## src/rtl/gpio_emu_pkg.sv

```systemverilog
package gpio_emu_pkg;
  // Register select on the one-bit address; the encoding is visible to software.
  typedef enum logic {
    SEL_DATA = 1'b0,
    SEL_DIR  = 1'b1
  } port_sel_e;
endpackage

```

## src/rtl/gpio_rst_sync.sv

```systemverilog
module gpio_rst_sync #(
  parameter int STAGES = 2
) (
  input  logic clk_i,
  input  logic arst_n_i,
  output logic rst_n_o
);
  logic [STAGES-1:0] chain_q;
  logic [STAGES-1:0] chain_d;

  always_comb begin
    chain_d = {chain_q[STAGES-2:0], 1'b1};
  end

  always_ff @(posedge clk_i or negedge arst_n_i) begin
    if (!arst_n_i) begin
      chain_q <= '0;
    end else begin
      chain_q <= chain_d;
    end
  end

  assign rst_n_o = chain_q[STAGES-1];
endmodule

```

## src/rtl/gpio_sync_bank.sv

```systemverilog
module gpio_sync_bank #(
  parameter int WIDTH  = 8,
  parameter int STAGES = 2
) (
  input  logic             clk_i,
  input  logic             rst_ni,
  input  logic [WIDTH-1:0] async_i,
  output logic [WIDTH-1:0] sync_o
);
  for (genvar b = 0; b < WIDTH; b++) begin : g_bit
    logic [STAGES-1:0] ff_q;
    logic [STAGES-1:0] ff_d;

    always_comb begin
      ff_d = {ff_q[STAGES-2:0], async_i[b]};
    end

    always_ff @(posedge clk_i or negedge rst_ni) begin
      if (!rst_ni) begin
        ff_q <= '0;
      end else begin
        ff_q <= ff_d;
      end
    end

    assign sync_o[b] = ff_q[STAGES-1];
  end
endmodule

```

## src/rtl/gpio_port_regs.sv

```systemverilog
module gpio_port_regs
  import gpio_emu_pkg::*;
#(
  parameter int               WIDTH   = 8,
  parameter logic [WIDTH-1:0] WR_MASK = '1
) (
  input  logic             clk_i,
  input  logic             rst_ni,
  input  logic             wr_en_i,
  input  port_sel_e        sel_i,
  input  logic [WIDTH-1:0] wdata_i,
  output logic [WIDTH-1:0] data_o,
  output logic [WIDTH-1:0] dir_o
);
  logic [WIDTH-1:0] data_q, data_d;
  logic [WIDTH-1:0] dir_q, dir_d;
  logic             data_en, dir_en;

  always_comb begin
    data_en = wr_en_i && (sel_i == SEL_DATA);
    dir_en  = wr_en_i && (sel_i == SEL_DIR);
    data_d  = wdata_i & WR_MASK;
    dir_d   = wdata_i & WR_MASK;
  end

  always_ff @(posedge clk_i or negedge rst_ni) begin
    if (!rst_ni) begin
      data_q <= '0;
      dir_q  <= '0;
    end else begin
      if (data_en) data_q <= data_d;
      if (dir_en)  dir_q  <= dir_d;
    end
  end

  assign data_o = data_q;
  assign dir_o  = dir_q;
endmodule

```

## src/rtl/gpio_port_emu.sv

```systemverilog
module gpio_port_emu
  import gpio_emu_pkg::*;
#(
  parameter int WIDTH       = 8,
  parameter int IN_ONLY     = 2,
  parameter int SYNC_STAGES = 2
) (
  input  logic             clk_i,
  input  logic             rst_n,
  input  logic             emu_mode_i,
  input  logic             reg_wr_i,
  input  logic             reg_addr_i,
  input  logic [WIDTH-1:0] reg_wdata_i,
  output logic [WIDTH-1:0] reg_rdata_o,
  input  logic [WIDTH-1:0] ext_rdata_i,
  output logic             ext_wr_o,
  output logic             ext_addr_o,
  output logic [WIDTH-1:0] ext_wdata_o,
  input  logic [WIDTH-1:0] pad_in_i,
  output logic [WIDTH-1:0] pad_out_o,
  output logic [WIDTH-1:0] pad_oe_o
);
  // Bits below IN_ONLY can never be driven.
  localparam logic [WIDTH-1:0] OUT_MASK = {WIDTH{1'b1}} << IN_ONLY;

  logic             core_rst_n;
  logic [WIDTH-1:0] pin_sync;
  logic [WIDTH-1:0] data_q;
  logic [WIDTH-1:0] dir_q;
  port_sel_e        sel;

  assign sel = port_sel_e'(reg_addr_i);

  gpio_rst_sync #(.STAGES(SYNC_STAGES)) rst_sync_i (
    .clk_i    (clk_i),
    .arst_n_i (rst_n),
    .rst_n_o  (core_rst_n)
  );

  gpio_sync_bank #(.WIDTH(WIDTH), .STAGES(SYNC_STAGES)) sync_i (
    .clk_i   (clk_i),
    .rst_ni  (core_rst_n),
    .async_i (pad_in_i),
    .sync_o  (pin_sync)
  );

  gpio_port_regs #(.WIDTH(WIDTH), .WR_MASK(OUT_MASK)) regs_i (
    .clk_i   (clk_i),
    .rst_ni  (core_rst_n),
    .wr_en_i (reg_wr_i),
    .sel_i   (sel),
    .wdata_i (reg_wdata_i),
    .data_o  (data_q),
    .dir_o   (dir_q)
  );

  always_comb begin
    if (emu_mode_i) begin
      reg_rdata_o = ext_rdata_i;
    end else if (sel == SEL_DIR) begin
      reg_rdata_o = dir_q;
    end else begin
      reg_rdata_o = (data_q & dir_q) | (pin_sync & ~dir_q);
    end
  end

  assign ext_wr_o    = reg_wr_i & emu_mode_i;
  assign ext_addr_o  = reg_addr_i;
  assign ext_wdata_o = reg_wdata_i;

  assign pad_out_o = data_q;
  assign pad_oe_o  = dir_q;
endmodule

```

## config.mk

```make
export PLATFORM = sky130hd
export DESIGN_NAME = gpio_port_emu
export DESIGN_NICKNAME = d
export VERILOG_FILES = /design/src/rtl/gpio_emu_pkg.sv /design/src/rtl/gpio_rst_sync.sv /design/src/rtl/gpio_sync_bank.sv /design/src/rtl/gpio_port_regs.sv /design/src/rtl/gpio_port_emu.sv
export SDC_FILE = /design/constraint.sdc
export NUM_CORES = 1
export LEC_CHECK = 0
export BUFFER_PORTS_ARGS = -buffer_cell sky130_fd_sc_hd__buf_2
export CORE_MARGIN = 2
export CORE_UTILIZATION = 48
export DETAILED_ROUTE_END_ITERATION = 8
export PLACE_DENSITY_LB_ADDON = 0.15
export SLEW_MARGIN = 10
export SYNTH_ARGS = -nofsm -noshare
export SYNTH_HDL_FRONTEND = slang
export SYNTH_SLANG_ARGS = --single-unit
```

## constraint.sdc

```tcl
create_clock -name clk_i -period 2.75 [get_ports clk_i]
set_input_delay 0.55 -clock clk_i [delete_from_list [all_inputs] [get_ports clk_i]]
set_output_delay 0.55 -clock clk_i [all_outputs]
set_load 0.005 [all_outputs]
```

==> impl_metrics.py <==
metrics = {
    "setup_path": {
        "cp_max_fo": 22,
        "worst_r2r_path_depth": 0,
        "startpoint": "emu_mode_i",
        "crit_cells": 4,
        "cp-start-kind": "primary input",
        "cp_data_arrival_time_ps": 1600,
        "path_common_cell": "buf_2",
        "critPathSlowestCell": "or4b_1",
        "max_stage_delay_ps": 520,
        "ff2ff_setup_slack_ps": 1670,
        "crit_end": "reg_rdata_o[7]",
        "worstPathRequired_ps": 2200,
        "path_class": "primary input to primary output",
        "crit_chain": "buf_2 -> or4b_1 -> o311ai_0 -> buf_2",
        "cp_top_family": "simple AND/OR/NAND/NOR gates",
        "timing.rr.end": "regs_i.data_o[7]$_DFFE_PN0P_",
        "critical_path_buf_inv_count": 2,
        "r2r_start": "rst_sync_i.chain_q[1]$_DFF_PN0_",
        "end_kind": "primary output",
    },
    "clocking": {
        "cts_setup_buffers": 0,
        "cts_tree": "done",
        "cts_made_buffers": 5,
        "ctsLongestPathBuffers": 2,
        "clk_pin_slew_ps": 100,
        "cts.root.buffer_cell": "clkbuf_4",
        "htreeDepth": 2,
        "clk_latency_ps": 320,
        "clock_sinks": 30,
    },
    "grt": {
        "antenna_found_initial": 0,
        "grtUsageTotal_pct": 17.1,
        "grt_max_degree": 29,
        "grt_pass1_vias": 784,
        "grt_overflow_total": 0,
        "grt_pass1_wl_mm": 3.42,
    },
    "placed_design": {
        "port_buffers": 54,
        "hpwlAfterDp_mm": 1.61,
        "post_dp_cell_area_um2": 1430,
        "post-place-cells": 167,
        "place.gp.congestion": 0.733,
    },
    "logic_synthesis": {
        "synth_cells": 97,
        "synth.most_common_cell": "dfrtp_1",
        "syn_area_per_cell_um2": 12.9,
        "ys_seq_area_share_pct": 60.1,
        "synth_area_um2": 1250,
        "ys_async_sr_fraction_pct": 100,
        "yosysTopAreaCellShare_pct": 60.1,
        "synth_enable_flop_cells": 0,
        "synth_area_leaders": "dfrtp_1 60%, mux2_2 11%, buf_4 7.8%",
        "synth_flop_cell": "dfrtp_1",
        "synth_cell_types": 15,
        "ys_warn_count": 0,
        "synth_top_cell_by_area": "dfrtp_1",
        "synthTopCellsByCount": "30 x dfrtp_1, 13 x buf_4, 12 x mux2_2",
        "synth_seq_cells": 30,
    },
    "timing": {
        "slew_headroom_pct": 29.2,
        "finClkSkew_ps": 12.2,
        "hold_viol": 0,
        "final.hold.worst_slack_ps": 331,
        "rsz0062_at_grt": "no",
        "slew_viol_final": 0,
        "period_share_pct": 78.2,
        "setup_violations": 0,
        "fin_setup_tns_ps": 0,
        "clock.fmax_mhz": 465,
        "tightestPinTransition_ps": 1060,
        "timing.final.crit_period_ps": 2150,
    },
    "power_and_ir_drop": {
        "pwr_density_cell_nw_per_um2": 605,
        "swShare_pct": 24.9,
        "seq_power_share_pct": 56.4,
        "vdd_drop_max_uv": 502,
        "power_frac_clock_pct": 28.9,
        "internal-power_mw": 0.682,
        "combPwrFrac_pct": 14.8,
        "p_leak_nw": 0.767,
        "p_sw_mw": 0.226,
    },
    "routing": {
        "firstDrtPassIters": 4,
        "dr_total_vias": 869,
        "ant_nets": 0,
        "wl_met2_mm": 1.12,
        "wire_per_inst_um": 12.3,
        "drtIter0Drc": 1,
        "wl_mm": 2.17,
        "vias_per_cell": 4.94,
        "routed.top_layer": "met4",
        "m1WireLength_um": 861,
        "drc_errors": 0,
        "wl_met3_um": 159,
    },
    "job": {
        "max_cap_viol_count": 0,
    },
    "finish": {
        "nFillCells": 229,
        "final_util_pct": 60.7,
        "area_delta_synth_final_pct": 20.2,
        "fin_cells": 176,
        "final_nets": 174,
        "design_area_um2": 1500,
        "drive_above_1_share_pct": 50.7,
        "antennaDiodeCount": 0,
    },
    "run_status": {
        "status": "complete, no violations",
    },
    "floorplan": {
        "die_y_um": 55.0,
        "coreArea_um2": 2480,
        "die_x_um": 55.0,
        "initial_utilization_pct": 50.5,
        "rows": 18,
        "die_area_um2": 3030,
        "ioPinCount": 63,
    },
    "worst_hold_path": {
        "hp-class": "primary input to flop",
    },
}
## routing by layer
layer | up-vias | GRT usage, %
met1 | 422 | 19.0
met2 | 35 | 27.4
li1 | 410 | -
met3 | 2 | 8.06
met5 | - | 0
met4 | 0 | 8.54
## power groups by stage
stage | Sequential [mW] | Combinational (mW) | Clock (mW)
after floorplan | 0.518 | 0.0777 | 0
after global placement | 0.520 | 0.132 | 0
after detailed placement | 0.523 | 0.135 | 0
after CTS | 0.514 | 0.137 | 0.274
after global routing | 0.520 | 0.152 | 0.298
final | 0.512 | 0.134 | 0.262
## cells in the final DEF (no fill, tap or decap)
cell           count
a22o_1             2
and2_1             1
and2b_2            1
buf_2             54
clkbuf_1           1
clkbuf_4           5
clkbuf_8           1
clkinv_2           1
conb_1             5
dfrtp_1           30
dlygate4sd3_1      1
inv_1              6
mux2_2            12
nand2_1            7
nor2_1             7
o311ai_0           4
o311ai_1           2
or4b_1             6
## cells by family (layout without fill, tap and decap cells)
group / count (synthesis) / in the layout / synth area share, %
buffers and inverters: 23 / 69 / 12.7
and+or+nand+nor: 22 / 22 / 10.2
DFF: 30 / 30 / 60.1
AOI/OAI and AO/OA: 8 / 8 / 5.61
other: 2 / 5 / 0.601
muxes: 12 / 12 / 10.8
## sequential cells by signal (all words and copies together), names as in the netlist
signal and flops:
sync_i.g_bit.ff_q 16, regs_i.data_o 6, regs_i.dir_o 6, rst_sync_i.chain_q 2
## how the worst min path moves through the flow
stage	start	slack, ps	to	depth (start not counted)
global placement	sync_i.g_bit[0].ff_q[0]$_DFF_PN0_	330	sync_i.g_bit[0].ff_q[1]$_DFF_PN0_	0
finish	pad_in_i[4]	330	sync_i.g_bit[4].ff_q[0]$_DFF_PN0_	1
CTS	pad_in_i[4]	310	sync_i.g_bit[4].ff_q[0]$_DFF_PN0_	1
floorplan	rst_n	250	rst_sync_i.chain_q[0]$_DFF_PN0_	0
global route	pad_in_i[2]	300	sync_i.g_bit[2].ff_q[0]$_DFF_PN0_	1
detailed placement	rst_n	340	rst_sync_i.chain_q[1]$_DFF_PN0_	1
## metrics by stage
step | total power, mW | worst slack (ps)
global placement | 0.652 | 612
global route | 0.970 | 534
finish | 0.908 | 600
detailed placement | 0.658 | 601
CTS | 0.925 | 597
floorplan | 0.596 | 929
## what timing repair did
action,in CTS,in global routing
resized for setup,0,0
hold buffers,1,0
endpoints found under the setup margin,0,0
endpoints found under the hold margin,2,0
## cell type report
type                       instances  area (µm²)  area share, %
sequential                        30         751           50.0
inverter                           6        22.5           1.50
clock inverter                     1        5.00          0.333
multi-input combinational         47         352           23.4
tap                               30        37.5           2.50
clock buffer                       7        55.1           3.66
timing repair buffer              55         280           18.7
Power figures use the tool's default switching activity.
